==> src/rtl/sram_lane_pkg.sv <==
// Shared types and helpers for the SRAM lane controller.
// Assumes the access time and the clock period are positive integers in ns.
package sram_lane_pkg;

    typedef enum logic [2:0] {
        ST_IDLE,
        ST_READ,
        ST_WSETUP,
        ST_WPULSE,
        ST_WHOLD,
        ST_GAP
    } ctl_state_t;

    // Whole number of clock cycles that covers an access time, at least one.
    function automatic int wait_cycles(input int access_ns, input int clk_ns);
        int c;
        c = (access_ns + clk_ns - 1) / clk_ns;
        return (c < 1) ? 1 : c;
    endfunction

endpackage

==> src/rtl/sram_wait_timer.sv <==
// Down-counter that measures one strobe window of CYCLES clock cycles.
// A load pulse starts the window. done is high in the last cycle of the window
// and stays high while the counter is idle. Assumes CYCLES >= 1.
module sram_wait_timer #(
    parameter int CYCLES = 6
) (
    input  logic clk,
    input  logic rst_n,
    input  logic load,
    output logic done
);
    localparam int CW = (CYCLES > 1) ? $clog2(CYCLES) : 1;
    localparam logic [CW-1:0] LOAD_VAL = CW'(CYCLES - 1);

    logic [CW-1:0] cnt;

    // Count down from the load value to zero, then rest.
    always_ff @(posedge clk) begin
        if (!rst_n)          cnt <= '0;
        else if (load)       cnt <= LOAD_VAL;
        else if (cnt != '0)  cnt <= cnt - 1'b1;
    end

    assign done = (cnt == '0);

endmodule

==> src/rtl/sram_lane_map.sv <==
// Maps a lane mask onto the active-low lane enables, one enable per lane.
// When the access is not active, every enable is high.
module sram_lane_map #(
    parameter int LANES = 2
) (
    input  logic [LANES-1:0] mask,
    input  logic             active,
    output logic [LANES-1:0] en_n
);
    // One independent gate per lane.
    for (genvar g = 0; g < LANES; g++) begin : g_lane
        assign en_n[g] = !(active && mask[g]);
    end

endmodule

==> src/rtl/sram_lane_ctrl.sv <==
// Controller for an asynchronous SRAM with per-lane enables.
// It accepts one request at a time through a valid/ready handshake. It runs a
// read or write strobe sequence whose length is set by ACCESS_NS and CLK_NS.
// A single turnaround cycle is inserted before it accepts again.
// Every memory-side output is registered, so the strobes are glitch free.
// Assumes DATA_W is a multiple of LANES.
module sram_lane_ctrl
    import sram_lane_pkg::*;
#(
    parameter int ADDR_W    = 18,
    parameter int DATA_W    = 16,
    parameter int LANES     = 2,
    parameter int CLK_NS    = 10,
    parameter int ACCESS_NS = 55
) (
    input  logic              clk,
    input  logic              rst_n,
    input  logic              req_valid,
    input  logic              req_write,
    input  logic [ADDR_W-1:0] req_addr,
    input  logic [DATA_W-1:0] req_wdata,
    input  logic [LANES-1:0]  req_mask,
    output logic              req_ready,
    output logic [DATA_W-1:0] rsp_rdata,
    output logic [ADDR_W-1:0] mem_addr,
    output logic              mem_ce_n,
    output logic              mem_oe_n,
    output logic              mem_we_n,
    output logic [LANES-1:0]  mem_be_n,
    output logic [DATA_W-1:0] mem_dq_out,
    input  logic [DATA_W-1:0] mem_dq_in,
    output logic              mem_dq_oe
);
    localparam int WAIT_CYC = wait_cycles(ACCESS_NS, CLK_NS);

    ctl_state_t       state, nxt;
    logic [LANES-1:0] mask_q, mask_sel, be_nxt;
    logic             accept, t_load, t_done, sel_active;

    assign accept = req_valid && req_ready;

    // Next-state decision for the strobe sequence.
    always_comb begin
        nxt = state;
        case (state)
            ST_IDLE:   if (accept) nxt = (req_mask == '0) ? ST_GAP :
                                         (req_write ? ST_WSETUP : ST_READ);
            ST_READ:   if (t_done) nxt = ST_GAP;
            ST_WSETUP: nxt = ST_WPULSE;
            ST_WPULSE: if (t_done) nxt = ST_WHOLD;
            ST_WHOLD:  nxt = ST_GAP;
            ST_GAP:    nxt = ST_IDLE;
            default:   nxt = ST_IDLE;
        endcase
    end

    // Start the wait window when a read is accepted or a write leaves setup.
    assign t_load = (state == ST_IDLE && accept && !req_write && req_mask != '0)
                 || (state == ST_WSETUP);

    sram_wait_timer #(.CYCLES(WAIT_CYC)) u_timer (
        .clk   (clk),
        .rst_n (rst_n),
        .load  (t_load),
        .done  (t_done)
    );

    assign mask_sel   = (state == ST_IDLE) ? req_mask : mask_q;
    assign sel_active = (nxt == ST_READ) || (nxt == ST_WSETUP) || (nxt == ST_WPULSE);

    sram_lane_map #(.LANES(LANES)) u_lanes (
        .mask   (mask_sel),
        .active (sel_active),
        .en_n   (be_nxt)
    );

    // State register and registered strobes derived from the next state.
    always_ff @(posedge clk) begin
        if (!rst_n) begin
            state     <= ST_IDLE;
            req_ready <= 1'b1;
            mem_ce_n  <= 1'b1;
            mem_oe_n  <= 1'b1;
            mem_we_n  <= 1'b1;
            mem_be_n  <= '1;
            mem_dq_oe <= 1'b0;
        end else begin
            state     <= nxt;
            req_ready <= (nxt == ST_IDLE);
            mem_ce_n  <= !sel_active;
            mem_oe_n  <= !(nxt == ST_READ);
            mem_we_n  <= !(nxt == ST_WPULSE);
            mem_be_n  <= be_nxt;
            mem_dq_oe <= (nxt == ST_WSETUP) || (nxt == ST_WPULSE) || (nxt == ST_WHOLD);
        end
    end

    // Latch the request fields at acceptance so they stay stable for the access.
    always_ff @(posedge clk) begin
        if (!rst_n) begin
            mem_addr   <= '0;
            mem_dq_out <= '0;
            mask_q     <= '0;
        end else if (accept) begin
            mem_addr   <= req_addr;
            mem_dq_out <= req_wdata;
            mask_q     <= req_mask;
        end
    end

    // Capture the returning word at the end of the last read wait cycle.
    always_ff @(posedge clk) begin
        if (!rst_n)                          rsp_rdata <= '0;
        else if (state == ST_READ && t_done) rsp_rdata <= mem_dq_in;
    end

    // The bus is never driven while the memory may be driving it.
    p_no_drive_in_read_r5: assert property (@(posedge clk) disable iff (!rst_n)
        mem_dq_oe |-> mem_oe_n);

    // Write enable only with chip select low and output enable high.
    p_we_gated_r10: assert property (@(posedge clk) disable iff (!rst_n)
        !mem_we_n |-> (!mem_ce_n && mem_oe_n));

    // Address and data hold through the write pulse and into the hold cycle.
    p_we_stable_r6: assert property (@(posedge clk) disable iff (!rst_n)
        !mem_we_n |=> ($stable(mem_dq_out) && $stable(mem_addr) && mem_dq_oe));

    // Lane enables fall only while chip select is low.
    p_lane_idle_r7: assert property (@(posedge clk) disable iff (!rst_n)
        mem_ce_n |-> (&mem_be_n));

    // An accepted request drops ready on the next cycle.
    p_busy_after_accept_r9: assert property (@(posedge clk) disable iff (!rst_n)
        (req_valid && req_ready) |=> !req_ready);

    // An empty mask produces no strobe.
    p_empty_mask_r8: assert property (@(posedge clk) disable iff (!rst_n)
        (req_valid && req_ready && req_mask == '0) |=> (mem_ce_n && mem_we_n && mem_oe_n));

endmodule

==> config.mk <==
export PLATFORM = sky130hd
export DESIGN_NAME = sram_lane_ctrl
export DESIGN_NICKNAME = d
export VERILOG_FILES = /design/src/rtl/sram_lane_pkg.sv /design/src/rtl/sram_wait_timer.sv /design/src/rtl/sram_lane_map.sv /design/src/rtl/sram_lane_ctrl.sv
export SDC_FILE = /design/constraint.sdc
export NUM_CORES = 1
export LEC_CHECK = 0
export ABC_AREA = 0
export ABC_CLOCK_PERIOD_IN_PS = 2500
export BUFFER_PORTS_ARGS = -buffer_cell sky130_fd_sc_hd__buf_2
export CAP_MARGIN = 40
export CORE_ASPECT_RATIO = 1.4
export CORE_MARGIN = 2
export CORE_UTILIZATION = 34
export DETAILED_ROUTE_END_ITERATION = 10
export PLACE_DENSITY_LB_ADDON = 0.15
export SYNTH_ARGS = -nofsm -noshare
export SYNTH_HDL_FRONTEND = slang
export SYNTH_HIERARCHICAL = 1
export SYNTH_SLANG_ARGS = --single-unit
==> constraint.sdc <==
create_clock -name clk -period 2.5 [get_ports clk]
set_clock_uncertainty 0.05 [all_clocks]
set_input_delay 0.25 -clock clk [delete_from_list [all_inputs] [get_ports clk]]
set_output_delay 0.25 -clock clk [all_outputs]
set_load 0.005 [all_outputs]
Word-level counts from Yosys, hierarchy flattened
Index checks and enable logic that the tools add are counted.
{"block": "totals", "inputBits": 56, "word_cells": 58, "reg_bits": 65, "output_inout_bits": 57}
{"block": "op_classes", "n_addsub": 1, "muxes": 9, "bitwise": 1, "eq_ne": 8, "reduce_logical": 26}
{"operator": "$mux W3", "count": 6}
{"operator": "$pmux W3 S5", "count": 1}
{"operator": "$eq A3 B2 Y1 const B", "count": 4}
{"operator": "$logic_not A3 Y1", "count": 3}
{"operator": "$logic_and A1 B1 Y1", "count": 7}
{"operator": "$eq A3 B1 Y1 const B", "count": 2}
{"operator": "$eq A3 B3 Y1 const B", "count": 2}
{"operator": "$logic_not A1 Y1", "count": 6}
{"operator": "$logic_or A1 B1 Y1", "count": 5}
{"operator": "$mux W2", "count": 2}
{"operator": "$reduce_bool A2 Y1", "count": 2}
{"operator": "$reduce_bool A3 Y1", "count": 1}
{"operator": "$sub A3 B1 Y3 const B", "count": 1}
{"operator": "$logic_not A2 Y1", "count": 1}
{"operator": "$reduce_or A2 Y1", "count": 1}
{"operator": "$not A1 Y1", "count": 1}

Longest topological paths before layout
{"block": "depth", "ltp_word": 9, "mapped_depth": 8, "mapped_depth_nobuf": 6}

Hierarchy
Netlist, hierarchy kept.
{"mod": "sram_lane_ctrl", "seq_area_each_um2": 1241.2, "instances": 1, "area_each_um2": 2292.2, "cells_each": 282}
{"mod": "sram_wait_timer", "seq_area_each_um2": 60.1, "instances": 1, "area_each_um2": 170.2, "cells_each": 18}
{"mod": "sram_lane_map", "seq_area_each_um2": 0.0, "instances": 1, "area_each_um2": 7.5, "cells_each": 2}

Worst setup path after synthesis
No wires, ideal clock.
{"block": "synth_path", "path_type": "register -> register", "start": "register u_timer.cnt[0]", "end": "register mem_we_n", "n_path_buf": 0, "path_slack_ns": 0.717, "path_stages_with_launch": 7, "arrival_time_ns": 1.599, "period_less_slack_ns": 1.783, "setup_ns": 0.134, "required_time_ns": 2.316, "cell_sequence": "dfxtp_1 > inv_1 > ha_1 > ha_1 > a21boi_0 > a41oi_1 > or4b_1"}
{"block": "synth_via", "elab_chain_len": 5, "word_cells_on_any_way": 6, "cone_classes": "eq/ne: 1; mux: 3; reduce/logical: 2"}
{"item": "start: declaration", "line": "sram_wait_timer.sv:15", "rtl": "logic [CW-1:0] cnt;"}
{"item": "start signal: assignment", "line": "sram_wait_timer.sv:21", "rtl": "else if (cnt != '0) cnt <= cnt - 1'b1;"}
{"item": "$logic_not A3 Y1 (*)", "line": "sram_wait_timer.sv:24", "rtl": "assign done = (cnt == '0);"}
{"item": "via t_done", "line": "sram_lane_ctrl.sv:38", "rtl": "logic accept, t_load, t_done, sel_active;"}
{"item": "$mux W3 (on tied branches)", "line": "sram_lane_ctrl.sv:50, sram_lane_ctrl.sv:48"}
{"item": "$pmux W3 S5 (*)", "line": "sram_lane_ctrl.sv:45", "rtl": "case (state)"}
{"item": "$eq A3 B2 Y1 (*)", "line": "sram_lane_ctrl.sv:92", "rtl": "mem_we_n <= !(nxt == ST_WPULSE);"}
{"item": "$logic_not A1 Y1 (*)", "line": "sram_lane_ctrl.sv:92"}
{"item": "end signal: assignment", "line": "sram_lane_ctrl.sv:92"}
{"item": "end: declaration", "line": "sram_lane_ctrl.sv:28", "rtl": "output logic mem_we_n,"}
The timed path passes the listed nets; every way through them passes the cells marked *.
A chain may end at the register's enable or synchronous reset.

Final worst setup path
{"block": "layout_path", "start": "register u_timer.cnt[1]", "end": "register rsp_rdata[15]"}
{"block": "layout_via", "elab_chain_len": 2}
{"item": "$logic_not A3 Y1", "line": "sram_wait_timer.sv:24"}
{"item": "via t_done", "line": "sram_lane_ctrl.sv:38"}
{"item": "$logic_and A1 B1 Y1", "line": "sram_lane_ctrl.sv:114", "rtl": "else if (state == ST_READ && t_done) rsp_rdata <= mem_dq_in;"}
{"item": "end signal: assignment", "line": "sram_lane_ctrl.sv:114"}
{"item": "end: declaration", "line": "sram_lane_ctrl.sv:24", "rtl": "output logic [DATA_W-1:0] rsp_rdata,"}
The timed path passes the listed nets, and every way through them passes these cells.

==> summary.txt <==
Run status
  • Status: finished, final reports clean

GRT
  • Vias in the first global route: 2216
  • Initial antenna violation count: 0
  • GRT Resource Usage Total: 15.9%
  • Grt met2 use: 26.8%
  • Most Crowded Layer GR: met2
  • GR Layer Usage met1: approximately 18%
  • Largest net degree at the start of global routing: 38
  • Total gr overflow: 0
  • Grt met3 use: 4.58%
  • First-pass GRT wire length: 10200 microns

Detailed routing
  • Via density: 4.57
  • Routed wire length: 6080 microns
  • Via count: between 2k and 2.5k
  • Post-DRT Antenna Nets: 0
  • Iter 0 DRT Violations: 103
  • Router iterations before antenna repair: 4
  • Wire per inst: about 12 microns
  • DRC: 0

Place
  • Placed Cells: roughly 490
  • GP Congestion: 0.830
  • Final HPWL DP: 4290 microns
  • Port Buffer Count: 112
  • DP Area: between 3000 and 4000 sq um

Die
  • Die area: between 7000 and 8000 sq um
  • Starting Density: 35.4%
  • Chip height: roughly 100 microns
  • Core area: ~7000 sq um
  • Die width: roughly 76 microns
  • Number of cell rows: 36
  • # IOs: 113

Power
  • PD cells: 984 nW/um^2
  • Switch Pwr: roughly 1 mW
  • Max VDD drop: 0.425 mV
  • Internal power: between 2 and 2.5 mW
  • Combinational power share: 28.3%
  • Sequential share of power: about two fifths
  • Sw frac: a little under a third
  • Total power: 3.25 mW
  • Clock power frac: 30.1%
  • Static Leakage: 1.50 nW

Worst setup path
  • Worst path most repeated cell: ha_1
  • Setup crit end kind: flip-flop
  • Critical-path top delay cell: nand4bb_1
  • Reg2Reg Setup Slack: 0.39 ns
  • Crit-path max FO: 16
  • Worst path cell trace: inv_1 -> ha_1 -> ha_1 -> nand4bb_1 -> nand2_1 -> a21oi_1
  • WS Path Type: reg -> reg
  • Largest stage delay, worst path: 0.63 ns
  • CP arrival: between 2 and 2.5 ns
  • Kind of start point of the critical path: flip-flop
  • Required @ worst endpoint: 2.65 ns

Timing
  • Final setup violation count: 0
  • Fin crit share: 84.2%
  • Sum Neg Setup Slack: 0 ns
  • Shortest period the worst path allows: 2.11 ns
  • RSZ-0062 raised after global routing: false
  • Worst slew pin tran: 0.688 ns
  • Worst slew margin: 53.9%
  • Max-slew violations: 0
  • Final Hold Fails: 0
  • Fmax: 0.475 GHz
  • Hold_ws: 0.0935 ns

Yosys
  • Syn_nets: 361
  • Syn_area_per_cell: 8.18 sq um
  • Synth top area share: 52.7%
  • Cell Area, Synth: 2470 sq um
  • Cell taking the most area after synthesis: dfxtp_1
  • Main synth FF type: dfxtp_1
  • Cell variety after synth: 39
  • Synth top area cells: dfxtp_1, nand2_1, a21oi_1, buf_2, ha_1
  • Ys async rst share: 0%
  • Post-synth EDFFs: 0
  • YS warnings: 6
  • Post-synthesis sequential area ratio: 52.7%
  • Mapped Cells: about 300
  • FF+latch count, synth: 65

CTS
  • CTS Hold Bufs: 0
  • Skew-Pair Late Insertion Delay: roughly 0.33 ns
  • CTS tree: done
  • Post_cts resized: 0
  • Root Buffer: clkbuf_8
  • Clock sinks: 65
  • Clock transition at path regs: roughly 0.070 ns
  • Htree depth: 3
  • Clock Path Buffers: 2
  • Total CTS buffers: 9
  • Postcts setup bufs: 0

Flow run
  • Max cap viols: 0

Cells and area
  • Leading cell type in the layout, fill and taps excluded: buf_2
  • Final Instance Area: 3310 sq um
  • Layout cells sized above 1: 32.9%
  • Filler cell count: 732
  • ANT cells: 0
  • Most frequent cells in the layout: buf_2, nand2_1, dfxtp_1
  • Finished Layout Cells: slightly above 500
  • Nets: 467
  • Synth-to-Final Area Change: 33.8%

Hold path
  • HP Class: in -> reg
layer usage:
| layer | share of wire (%) | up-vias |
|---|---|---|
| li1 | - | 1203 |
| met2 | 49 | 79 |
| met3 | 6.9 | 6 |
| met1 | 43 | 1032 |
| met5 | 0 | - |
| met4 | 1.5 | 0 |
critical path: cells and delay by family, from the launching register on:
family / cells / cell delay (ns)
simple gates: 2 / 0.87
buf+inv: 1 / 0.08
compound gates: 1 / 0.09
flops: 1 / 0.30
fa+ha+maj: 2 / 0.58
power groups by stage:
stage	Sequential (mW)	Clock (mW)	Combinational, mW
floorplan	1.36	0	0.621
global placement	1.37	0	0.921
detailed placement	1.38	0	0.933
CTS	1.36	1.01	0.936
global route	1.39	1.06	1.04
finish	1.35	0.977	0.920
synth_stat cells, types with 2 or more instances:
| cell | count |
|---|---|
| and4bb_2 | 2 |
| o21ai_0 | 5 |
| mux2_2 | 2 |
| nand2b_1 | 3 |
| clkbuf_1 | 7 |
| buf_2 | 8 |
| nor3_1 | 2 |
| and2_1 | 2 |
| nand2_1 | 109 |
| a21oi_1 | 55 |
| ha_1 | 3 |
| clkbuf_2 | 2 |
| nand3_1 | 2 |
| buf_1 | 2 |
| buf_6 | 2 |
| dfxtp_1 | 65 |
| inv_1 | 9 |
metrics by stage:
stage | utilization (%) | worst slack [ns]
after CTS | 47.3 | 0.355
after floorplan | - | 0.717
after global routing | 47.3 | 0.174
after global placement | 44.2 | 0.481
final | 47.3 | 0.394
after detailed placement | 44.2 | 0.371
worst paths after layout:
check	startpoint	end	depth (start not counted)
setup / recovery	u_timer/cnt[1]	rsp_rdata[15]	6
hold / removal	rst_n	mem_ce_n	2
hold reg to reg	rsp_rdata[1]	rsp_rdata[1]	2
setup reg to reg	u_timer/cnt[1]	rsp_rdata[15]	6
flip-flops by register name (all words and copies together) (netlist names):
register / count
mem_addr: 18
mem_dq_out: 16
rsp_rdata: 16
state: 3
u_timer/cnt: 3
mask_q: 2
mem_be_n: 2
mem_ce_n: 1
mem_dq_oe: 1
mem_oe_n: 1
mem_we_n: 1
req_ready: 1
final cells by class:
class	instances	area, sq um	share of cell area, %
Clock buffer	11	141	4.28
Clock inverter	5	78.8	2.38
Inverter	9	33.8	1.02
Multi-Input combinational cell	207	1030	31.1
Sequential cell	65	1300	39.4
Tap cell	95	119	3.60
Timing Repair Buffer	116	603	18.2
kinds of logic after synthesis:
group                    count (synthesis)  synth area share, %
AO/OA/AOI/OAI                           72                 16.4
XOR/XNOR                                 1                0.355
buffers and inverters                   30                 5.67
adder cells (fa/ha/maj)                  3                 1.52
flip-flops                              65                 52.7
multiplexers                             3                 1.32
AND/OR/NAND/NOR                        128                 22.0
Note: power is estimated with default switching activity, not from simulation.
